[config.mk]
export PLATFORM = sky130hd
export DESIGN_NAME = nrdiv_top
export DESIGN_NICKNAME = d
export VERILOG_FILES = /design/src/rtl/nrdiv_pkg.sv /design/src/rtl/nrdiv_datapath.sv /design/src/rtl/nrdiv_control.sv /design/src/rtl/nrdiv_top.sv
export SDC_FILE = /design/constraint.sdc
export NUM_CORES = 1
export LEC_CHECK = 0
export CAP_MARGIN = 20
export CORE_MARGIN = 3
export CORE_UTILIZATION = 45
export CTS_BUF_LIST = sky130_fd_sc_hd__clkbuf_16
export DETAILED_ROUTE_END_ITERATION = 7
export GPL_TIMING_DRIVEN = 0
export PLACE_DENSITY = 0.68
export SYNTH_ARGS = -nofsm -noshare
export SYNTH_HDL_FRONTEND = slang
export SYNTH_SLANG_ARGS = --single-unit
[constraint.sdc]
create_clock -name clk -period 7.8 [get_ports clk]
set_input_delay 0.78 -clock clk [delete_from_list [all_inputs] [get_ports clk]]
set_output_delay 0.78 -clock clk [all_outputs]
set_load 0.05 [all_outputs]
[src/rtl/nrdiv_pkg.sv]
package nrdiv_pkg;

  typedef enum logic [1:0] {
    ST_IDLE = 2'd0,
    ST_NORM = 2'd1,
    ST_ITER = 2'd2
  } divState_t;

  // strobes from control to datapath
  typedef struct packed {
    logic load;
    logic normShift;
    logic iterStep;
  } divCtrl_t;

endpackage

[src/rtl/nrdiv_datapath.sv]
module nrdiv_datapath
  import nrdiv_pkg::*;
#(
  parameter int DATA_W = 31
) (
  input  logic              clk,
  input  logic              rstN,
  input  divCtrl_t          ctrl,
  input  logic [DATA_W-1:0] dividendIn,
  input  logic [DATA_W-1:0] divisorIn,
  output logic              divisorZero,
  output logic              divisorTopSet,
  output logic              weightLast,
  output logic [DATA_W-1:0] quotientOut
);

  localparam int SUB_W = DATA_W + 1;

  logic [DATA_W-1:0] remReg;
  logic [DATA_W-1:0] dvsReg;
  logic [DATA_W-1:0] weightReg;
  logic [DATA_W-1:0] quoReg;
  logic [SUB_W-1:0]  trialDiff;
  logic              borrow;

  assign trialDiff = {1'b0, remReg} - {1'b0, dvsReg};
  assign borrow    = trialDiff[SUB_W-1];

  always_ff @(posedge clk or negedge rstN) begin
    if (!rstN) begin
      remReg    <= '0;
      dvsReg    <= '0;
      weightReg <= '0;
      quoReg    <= '0;
    end else if (ctrl.load) begin
      remReg    <= dividendIn;
      dvsReg    <= divisorIn;
      weightReg <= {{(DATA_W-1){1'b0}}, 1'b1};
      quoReg    <= '0;
    end else if (ctrl.normShift) begin
      dvsReg    <= dvsReg << 1;
      weightReg <= weightReg << 1;
    end else if (ctrl.iterStep) begin
      if (!borrow) begin
        remReg <= trialDiff[DATA_W-1:0];
        quoReg <= quoReg + weightReg;
      end
      dvsReg    <= dvsReg >> 1;
      weightReg <= weightReg >> 1;
    end
  end

  assign divisorZero   = (divisorIn == '0);
  assign divisorTopSet = dvsReg[DATA_W-1];
  assign weightLast    = weightReg[0];
  assign quotientOut   = quoReg;

endmodule

[src/rtl/nrdiv_control.sv]
module nrdiv_control
  import nrdiv_pkg::*;
(
  input  logic     clk,
  input  logic     rstN,
  input  logic     start,
  input  logic     divisorZero,
  input  logic     divisorTopSet,
  input  logic     weightLast,
  output divCtrl_t ctrl,
  output logic     busy,
  output logic     done,
  output logic     errFlag
);

  divState_t stateReg, stateNext;
  logic      doneNext;
  logic      errNext;

  always_comb begin
    stateNext = stateReg;
    ctrl      = '0;
    doneNext  = 1'b0;
    errNext   = errFlag;
    unique case (stateReg)
      ST_IDLE: begin
        if (start) begin
          ctrl.load = 1'b1;
          if (divisorZero) begin
            doneNext = 1'b1;
            errNext  = 1'b1;
          end else begin
            errNext   = 1'b0;
            stateNext = ST_NORM;
          end
        end
      end
      ST_NORM: begin
        if (divisorTopSet) stateNext = ST_ITER;
        else               ctrl.normShift = 1'b1;
      end
      ST_ITER: begin
        ctrl.iterStep = 1'b1;
        if (weightLast) begin
          stateNext = ST_IDLE;
          doneNext  = 1'b1;
        end
      end
      default: stateNext = ST_IDLE;
    endcase
  end

  always_ff @(posedge clk or negedge rstN) begin
    if (!rstN) begin
      stateReg <= ST_IDLE;
      done     <= 1'b0;
      errFlag  <= 1'b0;
    end else begin
      stateReg <= stateNext;
      done     <= doneNext;
      errFlag  <= errNext;
    end
  end

  assign busy = (stateReg != ST_IDLE);

endmodule

[src/rtl/nrdiv_top.sv]
module nrdiv_top
  import nrdiv_pkg::*;
#(
  parameter int DATA_W = 31
) (
  input  logic              clk,
  input  logic              rstN,
  input  logic              start,
  input  logic [DATA_W-1:0] dividend,
  input  logic [DATA_W-1:0] divisor,
  output logic              busy,
  output logic              done,
  output logic              errFlag,
  output logic [DATA_W-1:0] quotient
);

  divCtrl_t ctrl;
  logic     divisorZero;
  logic     divisorTopSet;
  logic     weightLast;

  nrdiv_control u_ctrl (
    .clk           (clk),
    .rstN          (rstN),
    .start         (start),
    .divisorZero   (divisorZero),
    .divisorTopSet (divisorTopSet),
    .weightLast    (weightLast),
    .ctrl          (ctrl),
    .busy          (busy),
    .done          (done),
    .errFlag       (errFlag)
  );

  nrdiv_datapath #(.DATA_W(DATA_W)) u_dp (
    .clk           (clk),
    .rstN          (rstN),
    .ctrl          (ctrl),
    .dividendIn    (dividend),
    .divisorIn     (divisor),
    .divisorZero   (divisorZero),
    .divisorTopSet (divisorTopSet),
    .weightLast    (weightLast),
    .quotientOut   (quotient)
  );

endmodule

## Word-level counts from Yosys, hierarchy flattened

Cells that the tools add are included.

- Latch bits: 0
- Word-level logic and storage cells: 53
- Bits in writable memories: 0
- Bits in registers: 128
- Bits in read-only memories: 0
- Memories kept: 0
- Bits of input ports: 65
- Output and inout bits: 34

- Reductions and logical operators: 8
- Multiply operators: 0
- Muxes and demuxes: 28
- Add/subtract/negate cells: 2
- Order comparisons: 0
- Equality and inequality tests: 8
- Bitwise logic cells: 0
- Shifts and indexed selects: 0
- Div/mod/pow operators: 0

Operators with widths:

| operator | number |
|---|---|
| $mux 31 | 14 |
| $sub 31x31->32 | 1 |
| $add 31x31->31 | 1 |
| $logic_not 31->1 | 1 |
| $mux 1 | 8 |
| $mux 2 | 4 |
| $ne 2x1->1 const B | 3 |
| $ne 2x2->1 const B | 3 |
| $pmux 2 s3 | 1 |
| $reduce_and 4->1 | 1 |
| $reduce_bool 2->1 | 2 |
| $reduce_and 3->1 | 1 |
| $reduce_bool 3->1 | 1 |
| $eq 2x1->1 const B | 1 |
| $eq 2x2->1 const B | 1 |
| $logic_not 2->1 | 1 |
| $pmux 1 s2 | 1 |
| $reduce_and 2->1 | 1 |

## Logic depth before layout (Yosys ltp)

Gate-level depths: netlist of the first run.

- Depth after elaboration: 5
- Gate-level depth with buffers: 14

## Modules after synthesis

From an unflattened synthesis of the first run, not the netlist that was laid out.

- Cell total of the unflattened synthesis: 1,096
- Area total of the unflattened synthesis: 9,157.5 sq um

Modules (own cells, without submodules):

| module | instances | cells an instance | area each (sq um) | sequential area each (sq um) |
|---|---|---|---|---|
| nrdiv_datapath | 1 | 1,078 | 8,959.8 | 3,103.0 |
| nrdiv_control | 1 | 18 | 197.7 | 100.1 |

## Least setup slack after synthesis of the first run

No wires, ideal clock.

- Kind: flip-flop to flip-flop
- Start point: register u_dp.quoReg[0], in the netlist u_dp.quotientOut[0]
- End point: register u_dp.quoReg[30], in the netlist u_dp.quotientOut[30]
- Arrival: 2.874 ns
- Setup time: 0.127 ns
- Path buffers: 0
- Required time: 7.673 ns
- Cell stages (with the launch flop): 13
- Setup slack: 4.799 ns
- Clock period less this slack: 3.001 ns
- Cell sequence: dfrtp_1 > ha_1 > inv_1 > fa_1 > nand2b_1 > a211oi_1 > o31ai_1 > o21ai_1 > a21oi_1 > o31a_1 > o21ai_0 > xnor2_1 > o21ai_0

- Word-level cells in the longest chain between the ends: 5

Ends and longest elaborated chain:

| item | line | source |
|---|---|---|
| start, declared | nrdiv_datapath.sv:22 | `logic [DATA_W-1:0] quoReg;` |
| start signal, assigned | nrdiv_datapath.sv:46 | `quoReg <= quoReg + weightReg;` |
| $add 31x31->31 | nrdiv_datapath.sv:46 |  |
| $mux 31 | nrdiv_datapath.sv:44 | `if (!borrow) begin` |
| $mux 31 | nrdiv_datapath.sv:43 | `end else if (ctrl.iterStep) begin` |
| $mux 31 | nrdiv_datapath.sv:40 | `end else if (ctrl.normShift) begin` |
| $mux 31 | nrdiv_datapath.sv:35 | `end else if (ctrl.load) begin` |

No other way between the ends. The select of a mux whose other input is x is not followed.
A chain may end at the register's enable or synchronous reset.

## Worst setup path after layout of the first run

- Start point: register u_dp.weightReg[0]
- End point: register u_dp.quoReg[30], in the netlist u_dp.quotientOut[30]

- Word-level cells in the longest chain between the ends: 5

Ends and longest elaborated chain:

| item | line | source |
|---|---|---|
| start, declared | nrdiv_datapath.sv:21 | `logic [DATA_W-1:0] weightReg;` |
| start signal, assigned | nrdiv_datapath.sv:38 | `weightReg <= {{(DATA_W-1){1'b0}}, 1'b1};` |
| start signal, assigned | nrdiv_datapath.sv:42 | `weightReg <= weightReg << 1;` |
| start signal, assigned | nrdiv_datapath.sv:49 | `weightReg <= weightReg >> 1;` |
| $add 31x31->31 | nrdiv_datapath.sv:46 |  |
| $mux 31 | nrdiv_datapath.sv:44 |  |
| $mux 31 | nrdiv_datapath.sv:43 |  |
| $mux 31 | nrdiv_datapath.sv:40 |  |
| $mux 31 | nrdiv_datapath.sv:35 |  |

No other way between the ends. The select of a mux whose other input is x is not followed.

==> results of run 1 <==
-- sequential cells by signal, indices dropped and copies added, names as in the netlist --
name,cells
u_dp.quotientOut,31
u_ctrl.stateReg,2
u_ctrl.errFlag,1
u_ctrl.done,1
u_dp.weightReg,31
u_dp.remReg,31
u_dp.dvsReg,31
-- worst reg2reg max path, stage by stage, from the launching register on --
cell and delay, ps:
dfrtp_1 440, ha_1 220, inv_1 60, fa_1 390, nand2b_1 180, a211oi_1 310, o31ai_1 240, o21ai_1 370
a21oi_1 190, o31a_1 350, o21ai_0 340, xnor2_1 160, o21ai_0 90
-- layout by cell type, fill, tap and decap left out, types with 4 or more instances in the layout --
cell and instances:
clkbuf_16 17, o21bai_1 7, o21ai_1 19, nand2_1 160, nand2b_1 7, o31ai_1 5
buf_2 10, clkinvlp_4 4, inv_1 50, mux2i_1 4, nand4_1 8, dfrtp_1 128
xnor2_1 34, or2_2 4, ha_1 61, a21o_1 35, nor4_1 7, nor2_1 105
a22o_1 4, nor2b_1 5, clkbuf_1 44, nand3_1 17, clkinv_1 4, o21ai_0 91
clkdlybuf4s50_1 97, o21a_1 5, buf_1 5, buf_6 5, and3_1 35, nor3_1 8
a211oi_1 7, o31ai_2 13, a31oi_1 20, xor2_1 19, a22oi_1 4, a21oi_1 161
-- path summary, 6_finish.rpt --
kind | start | to | slack [ps] | depth (start not counted)
max reg2reg | u_dp.weightReg[0]$_DFFE_PN0P_ | u_dp.quotientOut[30]$_DFFE_PN0P_ | 4360 | 12
max in group asynchronous | rstN | u_dp.dvsReg[9]$_DFFE_PN0P_ | 6750 | 2
min in group clk | u_ctrl.errFlag$_DFFE_PN0P_ | u_ctrl.errFlag$_DFFE_PN0P_ | 490 | 1
min reg2reg | u_ctrl.errFlag$_DFFE_PN0P_ | u_ctrl.errFlag$_DFFE_PN0P_ | 490 | 1
max | u_dp.weightReg[0]$_DFFE_PN0P_ | u_dp.quotientOut[30]$_DFFE_PN0P_ | 4360 | 12
min | rstN | u_dp.quotientOut[7]$_DFFE_PN0P_ | 260 | 1
-- where the power goes --
group | switching (mW) | internal (mW)
clock network | 0.311 | 0.461
logic | 2.01 | 1.22
registers | 0.182 | 0.898
-- cell families after synthesis --
group                      synth area share (%)
AOI/OAI and AO/OA                          27.5
xor gates and xnor gates                   5.06
and+or+nand+nor                            18.2
muxes                                     0.559
adders and majority gates                  8.76
DFF                                        34.9
buffers and inverters                      5.10
-- final cells by class --
cell class,count,area share [%]
buffer,65,2.63
clock buffer,17,3.84
clock inverter,15,1.18
inverter,47,1.59
multi-input combinational,898,49.7
sequential,128,28.9
tap,265,3.00
timing repair buffer,99,9.12
-- through the flow --
step / utilization [%] / power, mW
final: 56.1 / 5.08
after CTS: 56.1 / 5.06
after detailed placement: 53.3 / 4.27
after global placement: 53.2 / 4.21
after floorplan: - / 3.45
after global routing: 56.1 / 5.52
-- routing by layer --
metal	vias up	routed length, um	global-route usage [%]
li1	4276	-	-
met1	4150	13200	37.3
met2	277	11900	38.1
met3	48	1610	3.43
met4	0	689	8.92
met5	-	0	0
==> reports/metrics.yaml, run 1 <==
outcome:
  status: "complete, no violations"
synth:
  synth_common_cells: "a21oi_1 (161), nand2_1 (160), dfrtp_1 (128), nor2_1 (105), o21ai_0 (91)"
  yosysSeqAreaShare_pct: 34.9
  ys_ff_latch: 128
  synth_area_leaders: "dfrtp_1 (35%), a21oi_1 (8.8%), ha_1 (8.3%)"
  synthCells: 1138
  yosys_warnings: 0
  synth_nets: 1266
  syn_avg_cell_area_um2: 8.06
  syn-cell-area_um2: 9170
  synth_top_area_cell: "dfrtp_1"
  async_reset_ff_share_pct: 100
  synth_edf_count: 0
  yosys.area.top_type_share_pct: 34.9
  synth.distinct_cells: 71
  synth_most_common_cell: "a21oi_1"
  synthFlopType: "dfrtp_1"
floorplan:
  dieArea_um2: 22100
  num_rows: 51
  coreArea_um2: 19700
  start_util_pct: 46.5
  die-height_um: 149
  die_w_um: 149
  io_pins: 99
grt:
  grt_start_max_net_pins: 91
  grt_pass1_wl_mm: 44.7
  grt.total_usage_pct: 25.2
  grt_pass1_vias: 8486
  antenna_found_initial: 0
  grt-ovfl-total: 0
worst_setup_path:
  cp-end-kind: "register"
  crit_required_ps: 8110
  cp_common_cell: "o21ai_0"
  path_class: "reg -> reg"
  cp_max_fo: 5
  cp_num_buf_inv: 1
  critPathSlowestCell: "dfrtp_1"
  critPathTopFamily: "compound AO/OA/AOI/OAI gates"
  critPathLaunchType: "register"
  crit_chain: "ha_1, inv_1, fa_1, nand2b_1, a211oi_1, o31ai_1, o21ai_1, a21oi_1, o31a_1, o21ai_0, xnor2_1, o21ai_0"
  cpPeakStageDelay_ps: 440
  worstPathArrival_ps: 3750
clock_network:
  cts_buffer_depth: 2
  clk_pin_slew_ps: 60
  cts_resized: 0
  numCtsBuffers: 17
  clock_latency_ps: 430
  cts_sinks: 128
  post_cts_buffers: 0
  cts_tree: "built"
  postCtsHoldBufs: 0
  cts-root-buf: "clkbuf_16"
  h-tree-depth: 4
timing:
  slew_headroom_pct: 47.7
  period_needed_ps: 3440
  setup_tns_ps: 0
  fmax_mhz: 291
  timing.final.ws_setup_ps: 4360
  worstMarginPinSlew_ps: 784
  hold_slack_ps: 264
  hold_viol_final: 0
  finClkSkew_ps: 12.0
  setup_viol_count_final: 0
  timing.final.crit_share_pct: 44.1
  finalMaxSlewViolations: 0
  rsz0062_at_grt: "false"
drt:
  avgRoutedWirePerCell_um: 17.9
  dr.pass1.iters: 7
  via_count: 8751
  ant_nets: 0
  wirelength_mm: 27.4
  via_per_inst: 5.70
  drt_iter0_drc: 707
  post-route-drc-count: 0
final_layout:
  area_delta_synth_final_pct: 20.7
  diodes: 0
  multi_input_area_um2: 5500
  fin_nets: 1384
  drive_above_1_share_pct: 5.83
  regArea_um2: 3200
  fillers: 1818
  instances_no_fill: 1534
  fin_area_um2: 11100
power_and_ir_drop:
  vdd_drop_max_uv: 219
  p_leak_nw: 5.01
  p_per_area_nw_per_um2: 459
min_path:
  min_path_type: "in -> async"
placed_design:
  place_inst: 1502
  detailed_place.area_um2: 10500
  dp_hpwl_mm: 20.0
  pre_cts_ws_ps: 4180
  gp_congestion: 0.921
  io_buffers: 98
flow_run:
  cap_violations: 0
Power figures use the tool's default switching activity.
==> run 2: changes to the inputs <==
==> constraint.sdc (replaced) <==
create_clock -name clk -period 3.22 [get_ports clk]
set_input_delay 0.322 -clock clk [delete_from_list [all_inputs] [get_ports clk]]
set_output_delay 0.322 -clock clk [all_outputs]
set_load 0.05 [all_outputs]
==> run 2 against run 1 <==
Compared with the run above: register-to-register slack lost 4300 ps; sequential share of layout area is 0.26 points lower; routed wire length grew 0.88%; combinational power increased by 150%; flip-flop and latch count unchanged; worst setup slack got worse by 4300 ps; total power rose by 150%; utilization increased by 0.51 points; first-iteration DRC count rose by 5.0%; design area rose by 0.92%; critical path type unchanged; largest cell class unchanged.
==> reports/metrics.yaml, run 2 (synthesized netlist as in run 1, its figures left out) <==
outcome:
  status: "complete, no violations"
final_layout:
  drive_above_1_share_pct: 6.75
  layout_common_cells: "a21oi_1 (160), nand2_1 (160), dfrtp_1 (128)"
  area_delta_synth_final_pct: 21.8
  final_core_util_pct: 56.7
  fin_nets: 1390
  diodes: 0
grt:
  antenna_found_initial: 0
  grt.total_usage_pct: 25.3
  grt_start_max_net_pins: 91
  grt_pass1_wl_mm: 44.7
  grt_pass1_vias: 8498
  grt-ovfl-total: 0
worst_setup_path:
  critPathTopFamily: "compound AO/OA/AOI/OAI gates"
  critPathSlowestCell: "dfrtp_1"
  regToRegStartpoint: "u_dp.weightReg[0]$_DFFE_PN0P_"
  cp_max_fo: 5
  path_depth: 12
  cp-end-kind: "register"
  critPathLaunchType: "register"
  cp_num_buf_inv: 1
  crit_required_ps: 3530
  r2r_end: "u_dp.quotientOut[30]$_DFFE_PN0P_"
  crit_chain: "ha_1, inv_1, fa_1, nand2b_1, a211oi_2, o31ai_2, o21ai_2, a21oi_1, o31a_1, o21ai_1, xnor2_1, o21ai_0"
  worstPathArrival_ps: 3440
  r2r_setup_slack_ps: 80
  cpPeakStageDelay_ps: 440
  worstRegToRegCells: 12
  path_class: "reg -> reg"
power_and_ir_drop:
  total_power_mw: 12.5
  p_leak_nw: 5.04
  p_per_area_nw_per_um2: 1120
  vdd_drop_max_uv: 532
timing:
  timing.final.ws_setup_ps: 82.0
  worstMarginPinSlew_ps: 752
  fmax_mhz: 319
  hold_viol_final: 0
  finalMaxSlewViolations: 0
  finClkSkew_ps: 12.0
  setup_tns_ps: 0
  slew_headroom_pct: 49.9
  setup_viol_count_final: 0
  timing.final.crit_share_pct: 97.5
  period_needed_ps: 3140
clock_network:
  h-tree-depth: 4
  cts_sinks: 128
  clock_latency_ps: 430
  cts_tree: "built"
  clk_pin_slew_ps: 60
  cts_buffer_depth: 2
  numCtsBuffers: 17
  cts-root-buf: "clkbuf_16"
floorplan:
  die-height_um: 149
  coreArea_um2: 19700
  io_pins: 99
  dieArea_um2: 22100
  start_util_pct: 46.5
  die_w_um: 149
  num_rows: 51
drt:
  wirelength_mm: 27.6
  avgRoutedWirePerCell_um: 18.0
  via_per_inst: 5.75
  via_count: 8855
  post-route-drc-count: 0
  drt_iter0_drc: 742
  dr.pass1.iters: 5
  ant_nets: 0
placed_design:
  io_buffers: 98
  pre_cts_ws_ps: -70.7
  dp_hpwl_mm: 20.0
  gp_congestion: 0.921
flow_run:
  cap_violations: 0
min_path:
  min_path_type: "in -> async"
-- run 2: worst max-delay path by stage --
| stage | start | to | slack, ps |
|---|---|---|---|
| 3_5_place_dp | u_dp.weightReg[0]$_DFFE_PN0P_ | u_dp.quotientOut[30]$_DFFE_PN0P_ | -70 |
| 4_1_cts | u_dp.weightReg[0]$_DFFE_PN0P_ | u_dp.quotientOut[30]$_DFFE_PN0P_ | 3 |
| 6_report | u_dp.weightReg[0]$_DFFE_PN0P_ | u_dp.quotientOut[30]$_DFFE_PN0P_ | 80 |
| 2_1_floorplan | u_dp.quotientOut[0]$_DFFE_PN0P_ | u_dp.quotientOut[30]$_DFFE_PN0P_ | 220 |
| 3_3_place_gp | rstN | u_dp.dvsReg[8]$_DFFE_PN0P_ | -3600 |
| 5_1_grt | u_dp.weightReg[0]$_DFFE_PN0P_ | u_dp.quotientOut[30]$_DFFE_PN0P_ | -10 |
-- run 2: power by group --
part           total, mW  switching, mW  internal (mW)
combinational       8.00           4.95           3.04
clock               1.88          0.763           1.12
sequential          2.62          0.442           2.18
-- run 2: repair_timing --
action                                 4_1_cts  5_1_grt
hold buffers                                 1        0
endpoints found under the hold margin       38        0
setup buffers                                0        5
pin swaps                                    1        3
gates resized for setup                      1       10
setup endpoints to repair                    2       33
-- run 2: metal layers --
| metal | GRT usage [%] | share of wire [%] |
|---|---|---|
| met2 | 38.2 | 44 |
| met3 | 3.40 | 5.6 |
| met5 | 0 | 0 |
| met4 | 8.92 | 2.5 |
| met1 | 37.3 | 48 |
-- run 2: layout make-up --
class                           instances  area [um2]
Multi-Input combinational cell        898        5560
Tap cell                              265         332
Sequential cell                       128        3200
Fill cell                            1808        8550
Clock inverter                         15         130
Timing Repair Buffer                  105        1060
Clock buffer                           17         425
Inverter                               47         176
Buffer                                 65         292
-- run 2: metrics by stage --
step           cells  hold slack, ps  instance area, um2
2_1_floorplan   1138            26.4                9170
3_3_place_gp    1501             469               10500
3_5_place_dp    1502             263               10500
4_1_cts         1535             386               11100
5_1_grt         1540             401               11200
6_report        1540             369               11200
